## src/rtl/rtv_pkg.sv

```systemverilog
package rtv_pkg;
  // width of one byte lane selected by a mask bit
  localparam int unsigned LANE_W = 8;

  // number of mask lanes needed to cover a data word
  function automatic int unsigned lanes_of(input int unsigned data_w);
    return (data_w + LANE_W - 1) / LANE_W;
  endfunction
endpackage

```

## src/rtl/rtv_entry.sv

```systemverilog
module rtv_entry #(
  parameter int unsigned TAG_W  = 6,
  parameter int unsigned ADDR_W = 30,
  parameter int unsigned DATA_W = 32,
  parameter int unsigned BE_W   = rtv_pkg::lanes_of(DATA_W)
) (
  input  logic              clk,
  input  logic              rst_n,
  input  logic              flush,
  input  logic              alloc_we,
  input  logic [TAG_W-1:0]  alloc_tag,
  input  logic [ADDR_W-1:0] alloc_addr,
  input  logic [BE_W-1:0]   alloc_be,
  input  logic [DATA_W-1:0] alloc_data,
  input  logic              st_valid,
  input  logic              st_older,
  input  logic [ADDR_W-1:0] st_addr,
  input  logic [BE_W-1:0]   st_be,
  input  logic [DATA_W-1:0] st_data,
  input  logic              free_req,
  output logic              vld,
  output logic [TAG_W-1:0]  tag,
  output logic              exc,
  output logic              st_hit,
  output logic              st_diff
);
  logic [ADDR_W-1:0] addr_q;
  logic [BE_W-1:0]   be_q;
  logic [DATA_W-1:0] data_q;
  logic              init_hit;
  logic              init_exc;

  // expand a lane mask to a bit mask
  function automatic logic [DATA_W-1:0] lane_bits(input logic [BE_W-1:0] be);
    logic [DATA_W-1:0] m;
    for (int i = 0; i < DATA_W; i++) m[i] = be[i / rtv_pkg::LANE_W];
    return m;
  endfunction

  // any selected lane differs between the two words
  function automatic logic lanes_differ(input logic [DATA_W-1:0] a,
                                        input logic [DATA_W-1:0] b,
                                        input logic [BE_W-1:0]   be);
    return |((a ^ b) & lane_bits(be));
  endfunction

  // same word and at least one shared lane
  function automatic logic covers(input logic [ADDR_W-1:0] a_addr,
                                  input logic [BE_W-1:0]   a_be,
                                  input logic [ADDR_W-1:0] b_addr,
                                  input logic [BE_W-1:0]   b_be);
    return (a_addr == b_addr) && (|(a_be & b_be));
  endfunction

  assign st_hit   = st_valid && vld && covers(addr_q, be_q, st_addr, st_be);
  assign st_diff  = lanes_differ(data_q, st_data, be_q & st_be);
  assign init_hit = st_valid && st_older && covers(alloc_addr, alloc_be, st_addr, st_be);
  assign init_exc = init_hit && lanes_differ(alloc_data, st_data, alloc_be & st_be);

  always_ff @(posedge clk) begin
    if (!rst_n) begin
      vld    <= 1'b0;
      exc    <= 1'b0;
      tag    <= '0;
      addr_q <= '0;
      be_q   <= '0;
      data_q <= '0;
    end else if (flush) begin
      vld <= 1'b0;
    end else if (alloc_we) begin
      vld    <= 1'b1;
      exc    <= init_exc;
      tag    <= alloc_tag;
      addr_q <= alloc_addr;
      be_q   <= alloc_be;
      data_q <= alloc_data;
    end else if (vld) begin
      if (free_req) vld <= 1'b0;
      if (st_hit)   exc <= st_diff;
    end
  end
endmodule

```

## config.mk

```make
export PLATFORM = sky130hd
export DESIGN_NAME = rtv_entry
export DESIGN_NICKNAME = d
export VERILOG_FILES = /design/src/rtl/rtv_pkg.sv /design/src/rtl/rtv_entry.sv
export SDC_FILE = /design/constraint.sdc
export NUM_CORES = 1
export LEC_CHECK = 0
export CAP_MARGIN = 20
export CORE_ASPECT_RATIO = 1.4
export CORE_MARGIN = 2
export CORE_UTILIZATION = 45
export CTS_CLUSTER_DIAMETER = 150
export DETAILED_ROUTE_END_ITERATION = 8
export PLACE_DENSITY_LB_ADDON = 0.08
export SKIP_LAST_GASP = 1
export SLEW_MARGIN = 25
export SYNTH_ARGS = -nofsm -noshare
export SYNTH_HDL_FRONTEND = slang
export SYNTH_SLANG_ARGS = --single-unit
```

## constraint.sdc

```tcl
create_clock -name clk -period 2.4 [get_ports clk]
set_clock_uncertainty 0.2 [all_clocks]
set_input_delay 0.36 -clock clk [delete_from_list [all_inputs] [get_ports clk]]
set_output_delay 0.36 -clock clk [all_outputs]
set_load 0.005 [all_outputs]
```

==> qor.txt <==
final wirelength -> 12,760 um
global-route wire length before repair -> 20,040 um
vias -> 4,243
Util after Layout -> 74.53%
dominant synthesized flop cell -> dfxtp_1
setup ws final -> -0.1265 ns
clock tree from TritonCTS -> built
clk sink count -> 74
Synth warnings -> 0
clk_lat worst skew -> 0.33 ns
drt pass-1 iters -> 4
Avg Synthesized Cell Area -> 8.168 um2
number of global-route vias before repair -> 4,507
startpoint types -> flip-flop
Seq/Total Area, Yosys -> 35.35%
slowest cell delay on critical path -> 0.56 ns
RSZ-0062 raised after global routing -> yes
Net Count, Synth -> 658
Chip Height -> 118.2 um
failing checks -> negative setup slack
Die X-Extent -> 85.56 um
max_slew headroom -> 64.92%
Detailed Place HPWL -> 9688 um
Root Buffer -> clkbuf_16
crit end category -> output port
area grow syn2layout -> 60.59%
Synth Instances -> 513
drt drc -> 0
Post-Place Cells -> 814
total gr overflow -> 0
nets@finish -> 865
run status -> complete, but fails checks
clock period minus worst slack -> 2.526 ns
Seq cells post-synth -> 74
# setup viols final -> 1
Critical Path, Cell by Cell -> xor2_1 > nor4_1 > a21oi_1 > or4_4 > buf_6
CP max-delay cell -> or4_4
# rows -> 41
Initial Utilization -> 46.41%
All-Layer GR Usage -> 24.84%
worst r2r src -> addr_q[29]
Final period util -> 105.3%
CP required -> 1.84 ns
antenna violations before repair -> 0
Non-Filler Instances -> 832
initial DRC count -> 178
Post-synth EDFFs -> 0
Setup Crit Path Kind -> reg -> out
pin count of the biggest net entering global routing -> 47
MaxCap Viol Count -> 0
share of layout cells above drive strength 1 -> 14.76%
Leak -> 0.002892 uW
Final TNS setup -> -0.1265 ns
critical path arrival -> 1.97 ns
worst vdd ir -> 0.0004200 V
Simple-Gate Fraction of Synth Area -> 21.71%
Power Density -> 536.7 mW/mm2
remaining antenna violation count -> 0
vias per cell -> 5.100
Post-Syn Area -> 0.004190 mm2
pre-CTS setup slack -> -0.6263 ns
core area -> 0.009029 mm2
Critical path origin -> data_q[28]
Diodes inserted -> 0
H-tree levels -> 3
final hold violations -> 0
worst slew pin tran -> 0.5262 ns
Synth cell types -> 22
CP max FO -> 2
Routed wire per std cell -> 15.33 um
Num CTS Buffers -> 9
clk buf depth -> 2
Synth Area in Adders -> 0%
clock-pin slew on the worst setup and hold paths -> 0.06 ns
Final GP Congestion -> 0.9021
IO buf count -> 154
total I/O pin count -> 155
compound-gate portion of the synthesized area -> 14.78%
largest family of logic cells by synthesized area -> XOR/XNOR gates
Final Slew Violations -> 0
XOR/XNOR share of the synthesized area -> 25.92%
die area -> 0.01011 mm2
Fmax -> 395.8 MHz
mux contribution to synthesized area -> 0%
min-delay worst type -> reg -> reg
worst hold slack -> 0.2489 ns
hold_sp -> tag[0]
Async SR Flop Fraction -> 0%
Yosys cell counts (3+ instances only):
| library cell | number | area, um2 |
|---|---|---|
| a21boi_1 | 72 | 540.5 |
| a21oi_1 | 10 | 50.05 |
| clkbuf_1 | 23 | 86.33 |
| dfxtp_1 | 74 | 1481 |
| nand2_1 | 155 | 581.8 |
| nand3_1 | 3 | 15.01 |
| nand4_1 | 11 | 68.82 |
| nor4_1 | 29 | 181.4 |
| xnor2_1 | 30 | 262.8 |
| xor2_1 | 94 | 823.3 |
repair_timing:
| item | 4_1_cts | 5_1_grt |
|---|---|---|
| gates cloned | 0 | 0 |
| setup buffers | 1 | 1 |
| hold buffers | 0 | 0 |
| endpoints found under the setup margin | 2 | 3 |
| pin swaps | 18 | 10 |
| resized for setup | 50 | 26 |
cells in the final DEF, fill, tap and decap left out, types with 2 or more instances in the layout:
cell type and instances:
nand2_1 154, clkdlybuf4s50_1 102, xor2_1 88, a21boi_1 72
dfxtp_1 72, buf_4 63, dlygate4sd2_1 34, xnor2_1 30
nor4_1 20, dlymetal6s2s_1 15, nand4_1 11, a21oi_1 10
nor4_2 9, clkbuf_16 9, xor2_2 6, nand3_1 3
clkinv_2 3, bufinv_16 3, dfxtp_2 2, buf_2 2
buf_12 2
flip-flops by register name (all words and copies together) (netlist names):
register	count
data_q	32
addr_q	30
tag	6
be_q	4
exc	1
vld	1
worst max-delay path: cells and delay by family (launching register included):
family	cells	cell delay, ns
AO/OA/AOI/OAI	1	0.15
XOR/XNOR	1	0.15
buffers and inverters	1	0.13
flip-flops	1	0.32
AND/OR/NAND/NOR	2	0.88
through the flow:
| step | total power (uW) | cell area, um2 |
|---|---|---|
| final | 3612 | 6729 |
| after global routing | 3760 | 6729 |
| after CTS | 3622 | 6618 |
| after detailed placement | 2116 | 6282 |
| after global placement | 2097 | 6282 |
| after floorplan | 1640 | 4190 |
area by class of cell:
cell class / instances / area (um2)
clock inverter: 6 / 105.1
tap: 107 / 133.9
fill: 727 / 2300
timing repair buffer: 219 / 2041
sequential: 74 / 1484
clock buffer: 10 / 229.0
inverter: 2 / 7.507
multi-input combinational: 414 / 2729
final timing paths:
path / slack [ns] / endpoint / depth (start not counted)
max: -0.13 / st_diff / 5
min: 0.25 / tag[0] / 2
min reg2reg: 0.25 / tag[0] / 2
max reg2reg: 0.23 / exc / 9
per-layer routing:
layer	track usage, %	part of all wire (%)	up-vias
met4	10.02	2.9	0
met3	5.377	4.7	26
met1	25.82	37	1990
met2	46.92	55	114
met5	0	0	-
li1	-	-	2113
power by group:
group	internal (uW)	switching, uW	leakage, uW	total [uW]
Clock	1010	512	0.000166	1520
Sequential	1290	38.0	0.000606	1320
Combinational	438	327	0.00212	765
cell families after synthesis:
kind of cell | after synthesis
xor+xnor | 124
simple gates | 205
flops | 74
compound gates | 85
buf+inv | 25
Note: power is estimated with default switching activity, not from simulation.
